$ cat config.mk
export PLATFORM = sky130hd
export DESIGN_NAME = hsync_regen
export DESIGN_NICKNAME = d
export VERILOG_FILES = /design/src/rtl/hsr_pkg.sv /design/src/rtl/hsr_sync_edge.sv /design/src/rtl/hsr_fsm.sv /design/src/rtl/hsync_regen.sv
export SDC_FILE = /design/constraint.sdc
export NUM_CORES = 1
export LEC_CHECK = 0
export ABC_CLOCK_PERIOD_IN_PS = 1900
export CORE_UTILIZATION = 55
export CTS_CLUSTER_DIAMETER = 60
export DETAILED_ROUTE_END_ITERATION = 10
export GPL_TIMING_DRIVEN = 0
export PLACE_DENSITY = 0.71
export SYNTH_ARGS = -nofsm -noshare
export SYNTH_HDL_FRONTEND = slang
export SYNTH_HIERARCHICAL = 1
export SYNTH_SLANG_ARGS = --single-unit
$ cat constraint.sdc
create_clock -name clk -period 1.9 [get_ports clk]
set_clock_uncertainty 0.1 [all_clocks]
set_input_delay 0.38 -clock clk [delete_from_list [all_inputs] [get_ports clk]]
set_output_delay 0.38 -clock clk [all_outputs]
set_load 0.02 [all_outputs]
$ cat src/rtl/hsr_pkg.sv
package hsr_pkg;
    typedef enum logic [1:0] {
        HS_ARMED = 2'd0,
        HS_PULSE = 2'd1,
        HS_HOLD  = 2'd2
    } hs_state_e;
endpackage

$ cat src/rtl/hsr_sync_edge.sv
// Synchronizer chain plus leading-edge (1->0) detector.
module hsr_sync_edge #(
    parameter int unsigned STAGES = 2
) (
    input  logic clk,
    input  logic rst_n,
    input  logic din,
    output logic lead_o
);
    logic [STAGES-1:0] chain_q;
    logic              prev_q;
    logic              level;

    generate
        if (STAGES > 1) begin : g_multi
            always_ff @(posedge clk or negedge rst_n) begin
                if (!rst_n) chain_q <= '1;
                else        chain_q <= {chain_q[STAGES-2:0], din};
            end
        end else begin : g_single
            always_ff @(posedge clk or negedge rst_n) begin
                if (!rst_n) chain_q <= '1;
                else        chain_q <= din;
            end
        end
    endgenerate

    assign level = chain_q[STAGES-1];

    always_ff @(posedge clk or negedge rst_n) begin
        if (!rst_n) prev_q <= 1'b1;
        else        prev_q <= level;
    end

    assign lead_o = prev_q & ~level;

    // a leading edge is only reported when the synchronized level was high before
    AST_LEAD_NEEDS_HIGH: assert property (@(posedge clk) disable iff (!rst_n)
        lead_o |-> $past(level)) else $error("lead without prior high");
endmodule

$ cat src/rtl/hsr_fsm.sv
// Pulse generator and hold-off timer.
module hsr_fsm
    import hsr_pkg::*;
#(
    parameter int unsigned PULSE_W = 135,
    parameter int unsigned HOLDOFF = 1287
) (
    input  logic clk,
    input  logic rst_n,
    input  logic lead_i,
    output logic hsync_n_o
);
    localparam int unsigned CNT_W  = $clog2(HOLDOFF + 1);
    localparam int unsigned GAP_W  = $clog2(HOLDOFF + 2);
    localparam int unsigned LOW_W  = $clog2(PULSE_W + 1);
    localparam logic [CNT_W-1:0] LAST_W = CNT_W'(PULSE_W - 1);
    localparam logic [CNT_W-1:0] LAST_H = CNT_W'(HOLDOFF - 1);

    hs_state_e         state_q, state_d;
    logic [CNT_W-1:0]  cnt_q, cnt_d;

    // State register
    always_ff @(posedge clk or negedge rst_n) begin
        if (!rst_n) begin
            state_q <= HS_ARMED;
            cnt_q   <= '0;
        end else begin
            state_q <= state_d;
            cnt_q   <= cnt_d;
        end
    end

    // Next state
    always_comb begin
        state_d = state_q;
        cnt_d   = (state_q == HS_ARMED) ? '0 : cnt_q + 1'b1;
        unique case (state_q)
            HS_ARMED: if (lead_i)          state_d = HS_PULSE;
            HS_PULSE: if (cnt_q == LAST_W) state_d = HS_HOLD;
            HS_HOLD:  if (cnt_q == LAST_H) state_d = HS_ARMED;
            default:                       state_d = HS_ARMED;
        endcase
    end

    // Outputs
    always_comb begin
        hsync_n_o = (state_q != HS_PULSE);
    end

    // Checker state: length of the current low run and gap between output starts
    logic [LOW_W-1:0] low_run_q;
    logic [GAP_W-1:0] gap_q;
    logic             hs_prev_q;

    always_ff @(posedge clk or negedge rst_n) begin
        if (!rst_n) begin
            low_run_q <= '0;
            gap_q     <= GAP_W'(HOLDOFF + 1);
            hs_prev_q <= 1'b1;
        end else begin
            hs_prev_q <= hsync_n_o;
            if (!hsync_n_o && low_run_q < LOW_W'(PULSE_W)) low_run_q <= low_run_q + 1'b1;
            else if (hsync_n_o)                               low_run_q <= '0;
            if (hs_prev_q && !hsync_n_o)                      gap_q <= GAP_W'(1);
            else if (gap_q < GAP_W'(HOLDOFF + 1))             gap_q <= gap_q + 1'b1;
        end
    end

    AST_START_ON_EDGE: assert property (@(posedge clk) disable iff (!rst_n)
        $fell(hsync_n_o) |-> $past(lead_i)) else $error("pulse without edge");
    AST_WIDTH_EXACT: assert property (@(posedge clk) disable iff (!rst_n)
        $rose(hsync_n_o) |-> low_run_q == LOW_W'(PULSE_W)) else $error("bad width");
    AST_WIDTH_BOUND: assert property (@(posedge clk) disable iff (!rst_n)
        !hsync_n_o |-> low_run_q < LOW_W'(PULSE_W)) else $error("pulse too long");
    AST_HOLDOFF_GAP: assert property (@(posedge clk) disable iff (!rst_n)
        (hs_prev_q && !hsync_n_o) |-> gap_q > GAP_W'(HOLDOFF)) else $error("hold-off violated");
endmodule

$ cat src/rtl/hsync_regen.sv
module hsync_regen #(
    parameter int unsigned SYNC_STAGES = 2,
    parameter int unsigned PULSE_W     = 135,
    parameter int unsigned HOLDOFF     = 1287
) (
    input  logic clk,
    input  logic rst_n,
    input  logic csync_n,
    output logic hsync_n
);
    logic lead;

    hsr_sync_edge #(.STAGES(SYNC_STAGES)) u_edge (
        .clk    (clk),
        .rst_n  (rst_n),
        .din    (csync_n),
        .lead_o (lead)
    );

    hsr_fsm #(.PULSE_W(PULSE_W), .HOLDOFF(HOLDOFF)) u_fsm (
        .clk       (clk),
        .rst_n     (rst_n),
        .lead_i    (lead),
        .hsync_n_o (hsync_n)
    );

    AST_RESET_HIGH: assert property (@(posedge clk) !rst_n |-> hsync_n)
        else $error("output low in reset");
endmodule

### Word level (Yosys, flattened, before mapping)

Cells that the tools add are included.

| cells by class | value |
|---|---|
| add/sub/neg operators | 1 |
| multipliers | 0 |
| div/mod/pow operators | 0 |
| order comparisons | 0 |
| equal/unequal tests | 8 |
| shifts and indexed selects | 0 |
| multiplexer cells | 5 |
| bitwise logic cells | 2 |
| reductions and logical operators | 2 |

Operator list:

| operator | number |
|---|---|
| 11-bit by 1-bit adder with 11-bit output, second input constant | 1 |
| 11-bit == test, second input constant | 1 |
| 11-bit by 8-bit == test with 1-bit output, second input constant | 1 |
| 11-bit 2-to-1 mux | 1 |
| 2-bit 2-to-1 mux | 3 |
| 2-bit by 1-bit != test with 1-bit output, second input constant | 3 |
| 2-bit one-hot mux with 3 select lines | 1 |
| 3-bit AND reduction | 1 |
| 2-bit by 1-bit == test with 1-bit output, second input constant | 1 |
| 2-bit == test, second input constant | 1 |
| 2-bit logical NOT | 1 |
| 2-bit != test, second input constant | 1 |
| 1-bit bitwise AND | 1 |
| 1-bit inverter | 1 |

| word-level totals | value |
|---|---|
| bits in registers | 16 |
| latch bits | 0 |
| memory bits (writable) | 0 |
| ROM bits | 0 |
| bits of input ports | 3 |
| logic and storage cells | 22 |
| memories kept | 0 |

### Logic depth before layout (Yosys ltp)

| logic depth | value |
|---|---|
| depth in word-level cells | 4 |
| mapped depth | 5 |
| gate-level depth less buffers | 5 |

### Hierarchy

The synthesis kept the hierarchy.

Modules (own cells, without submodules):

| module | times used | cells each | area each (µm²) | sequential area each (µm²) |
|---|---|---|---|---|
| hsr_fsm | 1 | 66 | 656.9 | 325.3 |
| hsr_sync_edge | 1 | 4 | 92.6 | 78.8 |

### Least setup slack after synthesis

No wires, ideal clock.

| timing path | value |
|---|---|
| kind | register -> register |
| start point | reg u_fsm.cnt_q[6] |
| end point | reg u_fsm.state_q[1] |
| library setup time | 0.085 ns |
| arrival | 1.373 ns |
| required time | 1.715 ns |
| setup slack | 0.342 ns |
| stages on the path, launching flop included | 4 |
| period minus slack after synthesis | 1.558 ns |
| path through | dfrtp_1 > or3_4 > or4_1 > o22ai_1 |

| on the way | value |
|---|---|
| cells in the longest elaborated chain, start to end | 3 |
| elaborated cells on any way between the ends | 5 |
| classes of those cells | eq/ne (4); reduce/logical (1) |

Ends and longest elaborated chain:

| what | RTL line | source |
|---|---|---|
| start: declaration | hsr_fsm.sv:20 | `logic [CNT_W-1:0] cnt_q, cnt_d;` |
| start signal: assignment | hsr_fsm.sv:29 | `cnt_q <= cnt_d;` |
| 11-bit == test or 11-bit by 8-bit == test with 1-bit output (tied branches) | hsr_fsm.sv:40, hsr_fsm.sv:39 |  |
| 2-bit by 1-bit != test with 1-bit output (no line) | n/a |  |
| 3-bit AND reduction (no line) (*) | n/a |  |
| end signal: assignment | hsr_fsm.sv:28 | `state_q <= state_d;` |
| end: declaration | hsr_fsm.sv:19 | `hs_state_e state_q, state_d;` |

Mark *: on every way between the ends. The rest lies on a longest branch, timed or not.
A chain may end at the register's enable or synchronous reset.

### Final worst setup path

| timing path | value |
|---|---|
| start point | reg u_fsm.cnt_q[0] |
| end point | reg u_fsm.state_q[1] |

Same word-level chain as after synthesis.

==> results.py <==
metrics = {
    "sta": {
        "fin_crit_ns": 1.71,
        "drv_slew": 0,
        "setup_tns_ns": 0,
        "tightest_slew_ns": 0.688,
        "fin_crit_sh_pct": 90.0,
        "rsz0062_at_grt": "false",
        "fmax_mhz": 585,
        "holdWs_ns": 0.262,
        "final_hold_viol_count": 0,
        "setup_violations": 0,
        "relSlewSlack_pct": 54.0,
        "setup_slack_ns": 0.189,
    },
    "cells_and_area": {
        "nNetsFinal": 83,
        "layout_common_cells": "dfrtp_1 (13), nor2_1 (7), a21oi_1 (6)",
        "syn_to_final_growth_pct": 11.0,
        "final_layout_size_suffix_gt1_share_pct": 14.3,
        "antenna_cells": 0,
        "layout_commonest_cell": "dfrtp_1",
        "final_area_um2": 832,
    },
    "clock_tree": {
        "clock_path_buffers": 2,
        "holdBufCountCts": 0,
        "clk_latency_ns": 0.28,
        "cts.clk_slew.worst_paths_ns": 0.09,
        "cts_setup_buffers": 0,
        "clock-sinks": 16,
        "cts.htree.levels": 1,
        "cts_buffers": 3,
        "cts_tree": "done",
        "clockRootBuffer": "clkbuf_4",
    },
    "synthesis": {
        "syn_area_um2": 749,
        "ys_ff_latch": 16,
        "syn-mean-instance-area_um2": 10.7,
        "seq_area_frac_synth_pct": 53.9,
        "synth_top_area_share_pct": 43.4,
        "synth_cells": 70,
        "yosysWarnings": 6,
        "synth_cell_types": 25,
        "synth_top_area_cell": "dfrtp_1",
        "synth.area.top_cells": "dfrtp_1 (43%), dfstp_2 (11%), or4_1 (5.0%)",
        "syn-num-nets": 75,
    },
    "drt": {
        "drt_iter0_drc": 19,
        "ant_nets": 0,
        "vias": 558,
        "wire_per_inst_um": 14.7,
        "drt_first_pass_iters": 4,
        "routed_via_density": 6.13,
        "wirelength_um": 1340,
        "drc": 0,
    },
    "job": {
        "maxCapViolations": 0,
    },
    "setup_path": {
        "worst_ep_required_time_ns": 2.01,
        "crit_path_start_kind": "register",
        "crit_fanout": 5,
        "critical_path_class": "register to register",
        "critPathArrivalTime_ns": 1.82,
        "endpoint_kind": "register",
    },
    "placement": {
        "hpwl_um": 881,
        "pre_cts_ws_ns": 0.247,
        "place_congestion": 0.697,
        "numPortBuffers": 3,
        "place_area_um2": 797,
    },
    "floorplan": {
        "start_util_pct": 63.2,
        "io_pins": 4,
        "rows": 12,
        "design.core.area_um2": 1190,
        "dieArea_um2": 1510,
        "dieHeight_um": 38.9,
        "die_w_um": 38.9,
    },
    "power": {
        "leakagePower_uw": 0.000338,
        "vdd_drop_max_mv": 0.783,
        "swShare_pct": 34.1,
        "p_per_area_nw_per_um2": 1160,
        "seqPwrFrac_pct": 53.5,
        "internal_power_uw": 636,
        "combPwrFrac_pct": 23.4,
        "switching_power_uw": 329,
        "p_clk_share_pct": 23.0,
    },
    "global_routing": {
        "gr-usage-all-layers_pct": 21.5,
        "grt_pass1_vias": 470,
        "antenna_found_initial": 0,
        "grt_pass1_wl_um": 2040,
        "grt_max_degree": 17,
        "overflow": 0,
    },
    "status": {
        "status": "completed",
    },
    "min_path": {
        "worstHoldPathType": "register to register",
    },
}
cell families (layout without fill, tap and decap cells):
logic type	Yosys count	count (layout)	share of synthesized area, %
simple gates	31	31	26.0
flops	16	16	53.9
compound gates	14	14	11.2
buf+inv	4	11	2.00
xor+xnor	3	3	3.51
fa+ha+maj	2	2	3.34
cell usage after synthesis:
cell,instances
nand2b_1,3
clkbuf_1,1
o21ai_0,2
or4_1,5
o22ai_1,1
ha_1,2
a211oi_1,1
nand4bb_1,1
nor4_1,2
or3_1,1
inv_1,3
dfrtp_1,13
dfstp_2,3
a21oi_1,6
o31ai_1,4
nor2_1,7
xor2_1,2
nand4_1,1
nand2_1,3
or3_2,1
nor2b_4,1
nand3_1,4
or3_4,1
xnor2_1,1
nand4_2,1
stage by stage:
| stage | std cells | power (µW) | utilization [%] |
|---|---|---|---|
| after global placement | 87 | 724 | 67.2 |
| after detailed placement | 87 | 733 | 67.2 |
| after global routing | 91 | 1020 | 70.1 |
| after floorplan | 70 | 673 | - |
| after CTS | 91 | 968 | 70.1 |
| final | 91 | 965 | 70.1 |
per-layer routing:
metal,up-vias,wire [µm],global-route usage (%)
met2,10,623,32.5
li1,273,-,-
met4,0,17,12.9
met3,4,31,5.20
met1,271,668,27.4
met5,-,0,0
sequential cells by signal, summed over array words and instances (netlist names):
register	count
u_edge/chain_q	2
u_edge/prev_q	1
u_fsm/cnt_q	11
u_fsm/state_q	2
what timing repair did:
| action | 4_1_cts | 5_1_grt |
|---|---|---|
| endpoints found under the hold margin | 0 | 0 |
| setup endpoints to repair | 1 | 0 |
| resized for setup | 1 | 0 |
power by group through the flow:
| stage | clock, µW | combinational, µW | sequential (µW) |
|---|---|---|---|
| after floorplan | 0 | 175 | 498 |
| after global placement | 0 | 211 | 513 |
| after detailed placement | 0 | 215 | 518 |
| after CTS | 229 | 225 | 514 |
| after global routing | 240 | 251 | 526 |
| final | 222 | 226 | 517 |
layout make-up:
type	count	area [µm²]
clock buffer	4	36.3
multi-input combinational	50	330
sequential	16	404
fill	103	354
tap	14	17.5
buffer	1	3.75
timing repair buffer	3	28.8
inverter	3	11.3
worst paths after layout:
path / start / end / slack, ns / cells past startpoint
hold reg to reg: u_edge/chain_q[0] / u_edge/chain_q[1] / 0.26 / 0
hold / removal: u_edge/chain_q[0] / u_edge/chain_q[1] / 0.26 / 0
min in group asynchronous: rst_n / u_fsm/cnt_q[10] / 0.41 / 1
setup reg to reg: u_fsm/cnt_q[0] / u_fsm/state_q[1] / 0.19 / 5
max in group asynchronous: rst_n / u_fsm/cnt_q[3] / 0.86 / 1
setup / recovery: u_fsm/cnt_q[0] / u_fsm/state_q[1] / 0.19 / 5
critical path, cell delays in order (launching register included):
cell       delay [ns]
dfrtp_1          0.45
inv_1            0.09
ha_1             0.16
nand4bb_1        0.16
or4_1            0.54
o22ai_1          0.15
No activity file was read; power rests on OpenSTA's default activity.
